`src/rtl/adc_corr_pkg.sv`:
```
// Shared constants and types for the pipeline ADC digital correction block.
// Assumes 1.5-bit redundant stages (legal decisions 0..2) followed by one
// plain 2-bit flash stage.
package adc_corr_pkg;

    localparam int RED_STAGES_DEF = 8;                   // redundant stages
    localparam int CODE_W_DEF     = 2;                   // bits per decision
    localparam int WORD_W_DEF     = RED_STAGES_DEF + 2;  // corrected width

    // Two redundant stages share each arrival slot; the flash code comes one slot later.
    function automatic int slots_for(input int stages);
        return stages / 2;
    endfunction

endpackage

```
`src/rtl/adc_delay_line.sv`:
```
// Fixed-depth shift register holding one stage decision until the rest of
// its sample has arrived.
// Assumes DEPTH >= 1. It shifts on every clock, and reset empties all taps.
module adc_delay_line #(
    parameter int WIDTH = 2,
    parameter int DEPTH = 1
) (
    input  logic             clk,
    input  logic             rst_n,
    input  logic [WIDTH-1:0] din,
    output logic [WIDTH-1:0] dout
);

    logic [WIDTH-1:0] tap_q [DEPTH];

    // Advance every tap by one position per clock; reset clears them all.
    always_ff @(posedge clk) begin
        if (!rst_n) begin
            for (int i = 0; i < DEPTH; i++) begin
                tap_q[i] <= '0;
            end
        end else begin
            tap_q[0] <= din;
            for (int i = 1; i < DEPTH; i++) begin
                tap_q[i] <= tap_q[i-1];
            end
        end
    end

    assign dout = tap_q[DEPTH-1];

endmodule

```
`src/rtl/adc_code_clamp.sv`:
```
// Clips a redundant-stage decision to its legal range and reports values
// above that range.
// Assumes the largest legal decision is 2^CODE_W - 2. An out-of-range value
// is reported only while its arrival slot is active.
module adc_code_clamp #(
    parameter int CODE_W = 2
) (
    input  logic [CODE_W-1:0] raw_i,
    input  logic              slot_vld_i,
    output logic [CODE_W-1:0] code_o,
    output logic              illegal_o
);

    localparam logic [CODE_W-1:0] TOP_LEGAL = CODE_W'((1 << CODE_W) - 2);

    logic over_range;

    // Compare once and reuse the result for the clip and the report.
    always_comb begin
        over_range = (raw_i > TOP_LEGAL);
        code_o     = over_range ? TOP_LEGAL : raw_i;
        illegal_o  = over_range && slot_vld_i;
    end

endmodule

```
`src/rtl/adc_overlap_sum.sv`:
```
// Overlap-add correction: adds the aligned decisions with each stage's
// weight at twice the next stage's weight, then registers the word.
// Assumes decisions are already clipped. Stage k (0-based) carries weight
// 2^(N-k) and the flash code carries weight 1, so N+2 bits hold the maximum.
module adc_overlap_sum #(
    parameter int N      = 8,
    parameter int CODE_W = 2,
    parameter int WORD_W = N + 2
) (
    input  logic                  clk,
    input  logic                  rst_n,
    input  logic [N*CODE_W-1:0]   codes_i,
    input  logic [CODE_W-1:0]     flash_i,
    input  logic                  vld_i,
    output logic [WORD_W-1:0]     sum_o,
    output logic                  vld_o
);

    logic [WORD_W-1:0] part [N+1];

    assign part[0] = WORD_W'(flash_i);

    generate
        for (genvar k = 0; k < N; k++) begin : g_term
            // Add stage k's weighted decision to the partial sum.
            assign part[k+1] = part[k]
                             + (WORD_W'(codes_i[k*CODE_W +: CODE_W]) << (N - k));
        end
    endgenerate

    // Register the corrected word whenever an aligned sample is present.
    always_ff @(posedge clk) begin
        if (!rst_n) begin
            sum_o <= '0;
            vld_o <= 1'b0;
        end else begin
            vld_o <= vld_i;
            if (vld_i) begin
                sum_o <= part[N];
            end
        end
    end

endmodule

```
`src/rtl/adc_out_stage.sv`:
```
// Formats the corrected word and passes it through an internal holding
// register into the output register, so the bus changes at most once a clock.
// Assumes offset-binary input. Two's complement is formed by flipping the MSB
// as the word enters the holding register.
module adc_out_stage #(
    parameter int WORD_W = 10
) (
    input  logic              clk,
    input  logic              rst_n,
    input  logic [WORD_W-1:0] sum_i,
    input  logic              vld_i,
    input  logic              fmt_twos_i,
    output logic [WORD_W-1:0] word_o,
    output logic              vld_o
);

    logic [WORD_W-1:0] hold_q;
    logic              hold_vld_q;

    // Capture a newly corrected word, applying the coding selected this cycle.
    always_ff @(posedge clk) begin
        if (!rst_n) begin
            hold_q     <= '0;
            hold_vld_q <= 1'b0;
        end else begin
            hold_vld_q <= vld_i;
            if (vld_i) begin
                hold_q <= {sum_i[WORD_W-1] ^ fmt_twos_i, sum_i[WORD_W-2:0]};
            end
        end
    end

    // Move the held word to the bus; keep the old word when nothing is new.
    always_ff @(posedge clk) begin
        if (!rst_n) begin
            word_o <= '0;
            vld_o  <= 1'b0;
        end else begin
            vld_o <= hold_vld_q;
            if (hold_vld_q) begin
                word_o <= hold_q;
            end
        end
    end

endmodule

```
`src/rtl/adc_pipe_corrector.sv`:
```
// Digital back end of a pipelined ADC. It aligns the staggered decisions of
// the redundant stages and the flash stage, corrects them by overlap-add,
// formats the word and double-buffers it onto the bus.
// Assumes stages 2m-1 and 2m are presented m-1 cycles after sample_i and the
// flash code RED_STAGES/2 cycles after it. Total latency is RED_STAGES/2 + 3.
module adc_pipe_corrector
    import adc_corr_pkg::*;
#(
    parameter int RED_STAGES = RED_STAGES_DEF,
    parameter int CODE_W     = CODE_W_DEF,
    parameter int WORD_W     = RED_STAGES + 2
) (
    input  logic                         clk,
    input  logic                         rst_n,
    input  logic                         sample_i,
    input  logic                         fmt_twos_i,
    input  logic [RED_STAGES*CODE_W-1:0] stage_codes_i,
    input  logic [CODE_W-1:0]            flash_code_i,
    output logic [WORD_W-1:0]            word_o,
    output logic                         word_vld_o,
    output logic                         code_err_o
);

    localparam int SLOTS = slots_for(RED_STAGES);   // arrival slots of stage pairs

    // stb_q[i] is the sample strobe delayed by i+1 clocks.
    logic [SLOTS:0]                 stb_q;
    logic [SLOTS-1:0]               slot_vld;
    logic [RED_STAGES-1:0]          illegal;
    logic [RED_STAGES*CODE_W-1:0]   clipped;
    logic [RED_STAGES*CODE_W-1:0]   aligned;
    logic [CODE_W-1:0]              flash_aligned;
    logic                           code_err_q;
    logic [WORD_W-1:0]              sum_word;
    logic                           sum_vld;

    // Track which samples are in flight so each arrival slot knows it is live.
    always_ff @(posedge clk) begin
        if (!rst_n) begin
            stb_q <= '0;
        end else begin
            stb_q <= {stb_q[SLOTS-1:0], sample_i};
        end
    end

    assign slot_vld = {stb_q[SLOTS-2:0], sample_i};

    generate
        for (genvar s = 0; s < RED_STAGES; s++) begin : g_stage
            localparam int SLOT = s / 2;

            adc_code_clamp #(
                .CODE_W (CODE_W)
            ) u_clamp (
                .raw_i      (stage_codes_i[s*CODE_W +: CODE_W]),
                .slot_vld_i (slot_vld[SLOT]),
                .code_o     (clipped[s*CODE_W +: CODE_W]),
                .illegal_o  (illegal[s])
            );

            // Earlier stages wait longer so all decisions line up with the flash code.
            adc_delay_line #(
                .WIDTH (CODE_W),
                .DEPTH (SLOTS + 1 - SLOT)
            ) u_delay (
                .clk   (clk),
                .rst_n (rst_n),
                .din   (clipped[s*CODE_W +: CODE_W]),
                .dout  (aligned[s*CODE_W +: CODE_W])
            );
        end
    endgenerate

    adc_delay_line #(
        .WIDTH (CODE_W),
        .DEPTH (1)
    ) u_flash_delay (
        .clk   (clk),
        .rst_n (rst_n),
        .din   (flash_code_i),
        .dout  (flash_aligned)
    );

    // Latch any in-slot illegal decision until the next reset.
    always_ff @(posedge clk) begin
        if (!rst_n) begin
            code_err_q <= 1'b0;
        end else if (|illegal) begin
            code_err_q <= 1'b1;
        end
    end

    assign code_err_o = code_err_q;

    adc_overlap_sum #(
        .N      (RED_STAGES),
        .CODE_W (CODE_W),
        .WORD_W (WORD_W)
    ) u_sum (
        .clk     (clk),
        .rst_n   (rst_n),
        .codes_i (aligned),
        .flash_i (flash_aligned),
        .vld_i   (stb_q[SLOTS]),
        .sum_o   (sum_word),
        .vld_o   (sum_vld)
    );

    adc_out_stage #(
        .WORD_W (WORD_W)
    ) u_out (
        .clk        (clk),
        .rst_n      (rst_n),
        .sum_i      (sum_word),
        .vld_i      (sum_vld),
        .fmt_twos_i (fmt_twos_i),
        .word_o     (word_o),
        .vld_o      (word_vld_o)
    );

endmodule

```
`config.mk`:
```
export PLATFORM = sky130hd
export DESIGN_NAME = adc_pipe_corrector
export DESIGN_NICKNAME = d
export VERILOG_FILES = /design/src/rtl/adc_corr_pkg.sv /design/src/rtl/adc_delay_line.sv /design/src/rtl/adc_code_clamp.sv /design/src/rtl/adc_overlap_sum.sv /design/src/rtl/adc_out_stage.sv /design/src/rtl/adc_pipe_corrector.sv
export SDC_FILE = /design/constraint.sdc
export NUM_CORES = 1
export LEC_CHECK = 0
export ABC_AREA = 1
export BUFFER_PORTS_ARGS = -buffer_cell sky130_fd_sc_hd__buf_2
export CORE_UTILIZATION = 55
export DETAILED_ROUTE_END_ITERATION = 6
export PLACE_DENSITY = 0.79
export SYNTH_ARGS = -nofsm -noshare
export SYNTH_HDL_FRONTEND = slang
export SYNTH_SLANG_ARGS = --single-unit
```
`constraint.sdc`:
```
create_clock -name clk -period 2.7 [get_ports clk]
set_input_delay 0.27 -clock clk [delete_from_list [all_inputs] [get_ports clk]]
set_output_delay 0.27 -clock clk [all_outputs]
set_load 0.01 [all_outputs]
```
==> results of run 1 <==
-- worst paths after layout --
check | end | cells past startpoint
setup reg to reg | u_sum.sum_o[9] | 10
hold / removal | g_stage[1].u_delay.tap_q[0][0] | 2
setup / recovery | u_sum.sum_o[9] | 10
hold reg to reg | g_stage[1].u_delay.tap_q[0][8] | 2
-- metrics by stage --
step | instance area, um2 | total power, W | instances | hold WS (ns) | util
6_report | 3750 | 0.00245 | 530 | 0.0903 | 0.633
5_1_grt | 3750 | 0.00255 | 530 | 0.0799 | 0.633
4_1_cts | 3750 | 0.00247 | 530 | 0.0756 | 0.633
3_5_place_dp | 3570 | 0.00160 | 516 | 0.395 | 0.603
3_3_place_gp | 3570 | 0.00160 | 516 | 0.392 | 0.603
2_1_floorplan | 3360 | 0.00157 | 420 | 0.342 | -
-- sequential cells by signal, indices dropped and copies added, names as in the netlist --
signal	count
g_stage.u_delay.tap_q	56
u_out.hold_q	10
u_out.word_o	10
u_sum.sum_o	10
stb_q	5
u_flash_delay.tap_q	2
code_err_o	1
u_out.hold_vld_q	1
u_out.vld_o	1
u_sum.vld_o	1
-- routing by layer --
layer,vias to the layer above,part of all wire,global-route usage
met5,-,0,0
met4,0,0.020,0.105
met3,11,0.032,0.0489
met2,42,0.48,0.321
met1,1041,0.47,0.217
li1,1305,-,-
-- cell type report --
class / instances / area share
Clock inverter: 5 / 0.0150
Multi-Input combinational cell: 228 / 0.281
Sequential cell: 97 / 0.518
Tap cell: 75 / 0.0250
Clock buffer: 9 / 0.0330
Inverter: 82 / 0.0821
Timing Repair Buffer: 34 / 0.0460
-- critical path, delay by kind of cell (launching register included) --
| family | cells | cell delay (ns) |
|---|---|---|
| and+or+nand+nor | 7 | 0.54 |
| DFF | 1 | 0.32 |
| buffers and inverters | 1 | 0.03 |
| adders and majority gates | 2 | 0.62 |
-- cells in the final DEF (no fill, tap or decap), drive strengths merged --
cell	instances
xor2	2
fa	1
nand2	103
buf	34
o211ai	1
nand3	11
a31oi	1
xnor2	1
nand3b	3
o21ai	27
ha	8
a21oi	14
nor2	53
or2	2
clkinv	3
nor3b	1
clkbuf	9
clkinvlp	1
bufinv	1
inv	82
dfxtp	97
-- cell families (layout without fill, tap and decap cells) --
| kind of cell | after synthesis | after routing | synth area share |
|---|---|---|---|
| AND/OR/NAND/NOR | 173 | 173 | 0.205 |
| buffers and inverters | 95 | 130 | 0.110 |
| AO/OA/AOI/OAI | 43 | 43 | 0.0651 |
| XOR/XNOR | 3 | 3 | 0.00781 |
| adder cells (fa/ha/maj) | 9 | 9 | 0.0357 |
| flip-flops | 97 | 97 | 0.577 |
-- power by group through the flow --
stage	combinational (W)	clock, W	sequential (W)
3_5_place_dp	0.0000934	0	0.00151
3_3_place_gp	0.0000912	0	0.00151
6_report	0.0000936	0.000880	0.00148
2_1_floorplan	0.0000627	0	0.00151
4_1_cts	0.0000946	0.000899	0.00148
5_1_grt	0.000109	0.000960	0.00148
==> impl_metrics.json, run 1 <==
{
  "status": "complete, but fails checks",
  "violations": "design-rule violations",
  "avgSynthCellArea_um2": 8.01,
  "worstSkewPairLatency_ns": 0.35,
  "layout.nets": 483,
  "synth_cell_type_count": 20,
  "power_density_nw_per_um2": 653,
  "ys.flop_type": "dfxtp_1",
  "viasPerCell": 4.53,
  "die_area_um2": 6430,
  "start_kind": "flip-flop",
  "r2r_slack_ns": 1.09,
  "hold_path.class": "in -> reg",
  "route.detailed.drc": 1,
  "gr-usage-all-layers": 0.190,
  "critPathMaxStageDelay_ns": 0.40,
  "clkTransAtPathRegs_ns": 0.09,
  "avgRoutedWirePerCell_um": 9.85,
  "drt_iter0_markers": 139,
  "p_sw_w": 0.000531,
  "p_leak_nw": 2.20,
  "fin_ws_ns": 1.09,
  "seq_area_um2": 1940,
  "place.gp.congestion": 0.786,
  "clockRootBuffer": "clkbuf_8",
  "hpwl_mm": 3.49,
  "finalMaxSlewViolations": 0,
  "crit_top_cell": "nand2_1",
  "synth.ff_latch_count": 97,
  "synth_fp_nets": 451,
  "portBuffers": 33,
  "cts_hold_buf": 0,
  "cp-startpoint": "g_stage[7].u_delay.tap_q[0][2]",
  "maxSlewHeadroom": 0.633,
  "pre_cts_slack_ns": 1.13,
  "worst-path-max-fanout": 3,
  "yosys_warnings": 0,
  "pwr-share-clk": 0.359,
  "h-tree-depth": 3,
  "clkSinkCount": 97,
  "synth_area_um2": 3360,
  "worstHoldStart": "stage_codes_i[3]",
  "cap_viol_max_count": 0,
  "synth_cells": 420,
  "seqPwrFrac": 0.602,
  "die_h_um": 80.2,
  "initial_core_util": 0.568,
  "cpMaxStageDelayCell": "fa_1",
  "via_count": 2399,
  "end_kind": "flip-flop",
  "dr.pass1.iters": 6,
  "async_reset_ff_frac": 0,
  "wl_mm": 5.22,
  "p_comb_frac": 0.038,
  "ys_top_cells_by_count": "nand2_1 (103), dfxtp_1 (97), inv_1 (81)",
  "rsz0062_at_grt": "false",
  "grt_first_pass_wirelength_mm": 9.23,
  "first_global_vias": 2232,
  "grt_max_degree": 63,
  "antenna_cells": 0,
  "setup_viol": 0,
  "seq_area_frac_synth": 0.577,
  "hold_viol_final": 0,
  "crit_required_ns": 2.95,
  "ys_top_cells_by_area": "dfxtp_1 (58%), nand2_1 (11%), inv_1 (9.0%)",
  "io_pins": 34,
  "antenna_found_initial": 0,
  "period_share": 0.595,
  "cts_tree": "done",
  "sw_frac_of_total": 0.217,
  "synth_most_common_cell": "nand2_1",
  "crit_chain": "ha_1, fa_1, nand2_1, nand2_1, nand3_1, nand2_1, nand2_1, nand3_1, nand2_1, inv_1",
  "ctsResizeCount": 0,
  "die_w_um": 80.2,
  "setup_tns_ns": 0,
  "fin_worst_skew_ns": 0.00646,
  "clockBufferDepth": 2,
  "multiInputGateArea_um2": 1050,
  "area_growth_pct": 11.5,
  "yosys.area.top_type_share": 0.577,
  "post_cts_buffers": 0,
  "final.min_clock_period_ns": 1.61,
  "drive_gt1_frac": 0.110,
  "path_class": "reg -> reg",
  "grt_overflow": 0,
  "crit_arrival_ns": 1.86,
  "p_int_w": 0.00192,
  "synth_edf_count": 0,
  "rows": 28,
  "r2r_start": "g_stage[7].u_delay.tap_q[0][2]",
  "irDropWorstVdd_v": 0.000511,
  "post-synth-top-area-cell": "dfxtp_1",
  "worst_pin_slew_ns": 0.550,
  "antenna_left": 0,
  "cts_inserted_buffers": 9,
  "design.core.area_um2": 5920,
  "fillers": 507,
  "fmax_mhz": 622
}
Note: power is estimated with default switching activity, not from simulation.
==> run 2: changes to the inputs <==
--- a/config.mk
+++ b/config.mk
@@ -5,11 +5,11 @@
 export SDC_FILE = /design/constraint.sdc
 export NUM_CORES = 1
 export LEC_CHECK = 0
-export ABC_AREA = 1
+export ABC_AREA = 0
 export BUFFER_PORTS_ARGS = -buffer_cell sky130_fd_sc_hd__buf_2
-export CORE_UTILIZATION = 55
+export CORE_UTILIZATION = 51
 export DETAILED_ROUTE_END_ITERATION = 6
-export PLACE_DENSITY = 0.79
+export PLACE_DENSITY = 0.77
 export SYNTH_ARGS = -nofsm -noshare
 export SYNTH_HDL_FRONTEND = slang
 export SYNTH_SLANG_ARGS = --single-unit
==> constraint.sdc (replaced) <==
create_clock -name clk -period 1.4 [get_ports clk]
set_input_delay 0.14 -clock clk [delete_from_list [all_inputs] [get_ports clk]]
set_output_delay 0.14 -clock clk [all_outputs]
set_load 0.01 [all_outputs]
==> impl_metrics.json, run 2 <==
{
  "drt_iter0_markers": 73,
  "clkTransAtPathRegs_ns": 0.10,
  "cts_inserted_buffers": 9,
  "h-tree-depth": 3,
  "r2r_slack_ns": -0.27,
  "synth_edf_count": 0,
  "hold_path_end": "g_stage[4].u_delay.tap_q[0][0]",
  "fin_ws_ns": -0.267,
  "crit_arrival_ns": 1.96,
  "cp-startpoint": "g_stage[7].u_delay.tap_q[0][2]",
  "synth.ff_latch_count": 97,
  "critPathMaxStageDelay_ns": 0.38,
  "grt_first_pass_wirelength_mm": 8.47,
  "dr.pass1.iters": 4,
  "p_sw_w": 0.00114,
  "synth_fp_nets": 331,
  "gr-usage-all-layers": 0.170,
  "maxSlewHeadroom": 0.801,
  "post-synth-top-area-cell": "dfxtp_1",
  "cts_tree": "done",
  "antenna_left": 0,
  "design.core.area_um2": 6310,
  "p_comb_frac": 0.048,
  "die_area_um2": 6850,
  "cpMaxStageDelayCell": "fa_2",
  "antenna_cells": 0,
  "layout_common_cells": "dfxtp_1 (93), and2_1 (58), buf_2 (33), mux2i_1 (22), nor2b_1 (22)",
  "via_count": 2156,
  "synth_area_um2": 3330,
  "worstSkewPairLatency_ns": 0.36,
  "finalMaxSlewViolations": 0,
  "ys.flop_type": "dfxtp_1",
  "hold_path.class": "in -> reg",
  "worst-path-max-fanout": 3,
  "largest_reg_flops": 56,
  "seq_area_frac_synth": 0.584,
  "die_h_um": 82.8,
  "met3WireLength_um": 210,
  "r2r-end": "u_sum.sum_o[9]",
  "first_global_vias": 2006,
  "place.gp.congestion": 0.858,
  "p_int_w": 0.00365,
  "r2r_start": "g_stage[7].u_delay.tap_q[0][2]",
  "p_leak_nw": 1.71,
  "wl_mm": 5.07,
  "irDropWorstVdd_v": 0.00109,
  "die_w_um": 82.8,
  "grt_max_degree": 64,
  "io_pins": 34,
  "route.layer.met1.wl_mm": 2.17,
  "hpwl_mm": 3.24,
  "crit_required_ns": 1.69,
  "end_kind": "flip-flop",
  "dr_wl_met2_mm": 2.59,
  "post-route-util": 0.652,
  "clockRootBuffer": "clkbuf_8",
  "multiInputGateArea_um2": 1390,
  "cap_viol_max_count": 0,
  "fin_cells": 445,
  "portBuffers": 33,
  "status": "complete, but fails checks",
  "initial_core_util": 0.527,
  "area_growth_pct": 23.9,
  "clockBufferDepth": 2,
  "synth_cells": 300,
  "avgSynthCellArea_um2": 11.1,
  "regMostFlops": "g_stage.u_delay.tap_q",
  "place_area_um2": 3680,
  "fmax_mhz": 600,
  "place_inst": 408,
  "final_common_cell": "dfxtp_1",
  "setup_viol": 7,
  "route.detailed.drc": 0,
  "worst_pin_slew_ns": 0.298,
  "grt_overflow": 0,
  "rr_worst_depth": 6,
  "period_share": 1.19,
  "yosys.area.top_type_share": 0.584,
  "yosys_warnings": 0,
  "top_layer_used": "met4",
  "layout.nets": 394,
  "drive_gt1_frac": 0.226,
  "fillers": 487,
  "pwr-share-clk": 0.360,
  "clkSinkCount": 97,
  "seqPwrFrac": 0.592,
  "start_kind": "flip-flop",
  "async_reset_ff_frac": 0,
  "rsz0062_at_grt": "true",
  "power_density_nw_per_um2": 1160,
  "crit_chain": "ha_4, fa_2, a211oi_2, o21ai_2, o31a_1, o211ai_1",
  "fin_area_um2": 4120,
  "ys_top_cells_by_count": "dfxtp_1 (97), and2_1 (58), mux2i_1 (22), nor2b_1 (22), nand2_1 (12)",
  "hold_viol_final": 0,
  "rows": 29,
  "min_path_cells": 2,
  "worstHoldStart": "stage_codes_i[8]",
  "violations": "negative setup slack",
  "viasPerCell": 4.84,
  "final.min_clock_period_ns": 1.67,
  "fin_worst_skew_ns": 0.00933,
  "antenna_found_initial": 0,
  "sw_frac_of_total": 0.238,
  "path_class": "reg -> reg",
  "ys_top_cells_by_area": "dfxtp_1 (58%), and2_1 (11%), mux2i_1 (6.6%)",
  "seq_area_um2": 1950,
  "synth_most_common_cell": "dfxtp_1",
  "avgRoutedWirePerCell_um": 11.4,
  "synth_cell_type_count": 41
}
## run 2: final cells by class
type,count,share of cell area
flip-flops and latches,97,0.473
repair buffers,67,0.117
inverters,2,0.00182
clock inverters,7,0.0188
clock buffers,9,0.0301
multi-input cells,186,0.336
well taps,77,0.0234
## run 2: timing repair
action,CTS,global route
setup buffers,3,1
endpoints found under the setup margin,7,7
pin swaps,4,4
endpoints found under the hold margin,17,0
hold buffers,18,0
resized for setup,5,1
## run 2: cells by family (layout without fill, tap and decap cells)
family | Yosys count | count (layout) | share of synthesized area
AO/OA/AOI/OAI | 34 | 34 | 0.0798
XOR/XNOR | 4 | 4 | 0.0105
adder cells (fa/ha/maj) | 9 | 9 | 0.0361
buffers and inverters | 17 | 85 | 0.0211
flip-flops | 97 | 97 | 0.584
multiplexers | 22 | 22 | 0.0662
AND/OR/NAND/NOR | 117 | 117 | 0.202
## run 2: metal layers
layer  up-vias  GRT usage
met3         8     0.0703
met4         0     0.0810
li1       1120          -
met1       982      0.177
met5         -          0
met2        46      0.293
## run 2: worst max path at each step
stage | end
detailed placement | u_sum.sum_o[9]
floorplan | u_sum.sum_o[9]
global route | u_sum.sum_o[9]
CTS | u_sum.sum_o[9]
finish | u_sum.sum_o[9]
global placement | u_sum.sum_o[9]
## run 2: stage by stage
step	worst slack (ns)	hold slack (ns)	setup TNS (ns)	total power [W]
CTS	-0.264	0.0113	-1.09	0.00485
global route	-0.347	0.0141	-1.67	0.00501
floorplan	-0.227	0.212	-0.478	0.00301
detailed placement	-0.297	0.329	-0.749	0.00309
global placement	-0.254	0.324	-0.612	0.00308
finish	-0.267	0.0355	-1.14	0.00479
## run 2: critical path, delay by kind of cell (launching register included)
family / cells / cell delay, ns
AOI/OAI and AO/OA: 4 / 0.73
adders and majority gates: 2 / 0.54
DFF: 1 / 0.34
## run 2: power by group through the flow
stage	clock (W)	sequential, W	combinational (W)
3_5_place_dp	0	0.00290	0.000193
5_1_grt	0.00191	0.00284	0.000255
4_1_cts	0.00179	0.00284	0.000229
6_report	0.00172	0.00283	0.000230
3_3_place_gp	0	0.00290	0.000188
2_1_floorplan	0	0.00290	0.000119
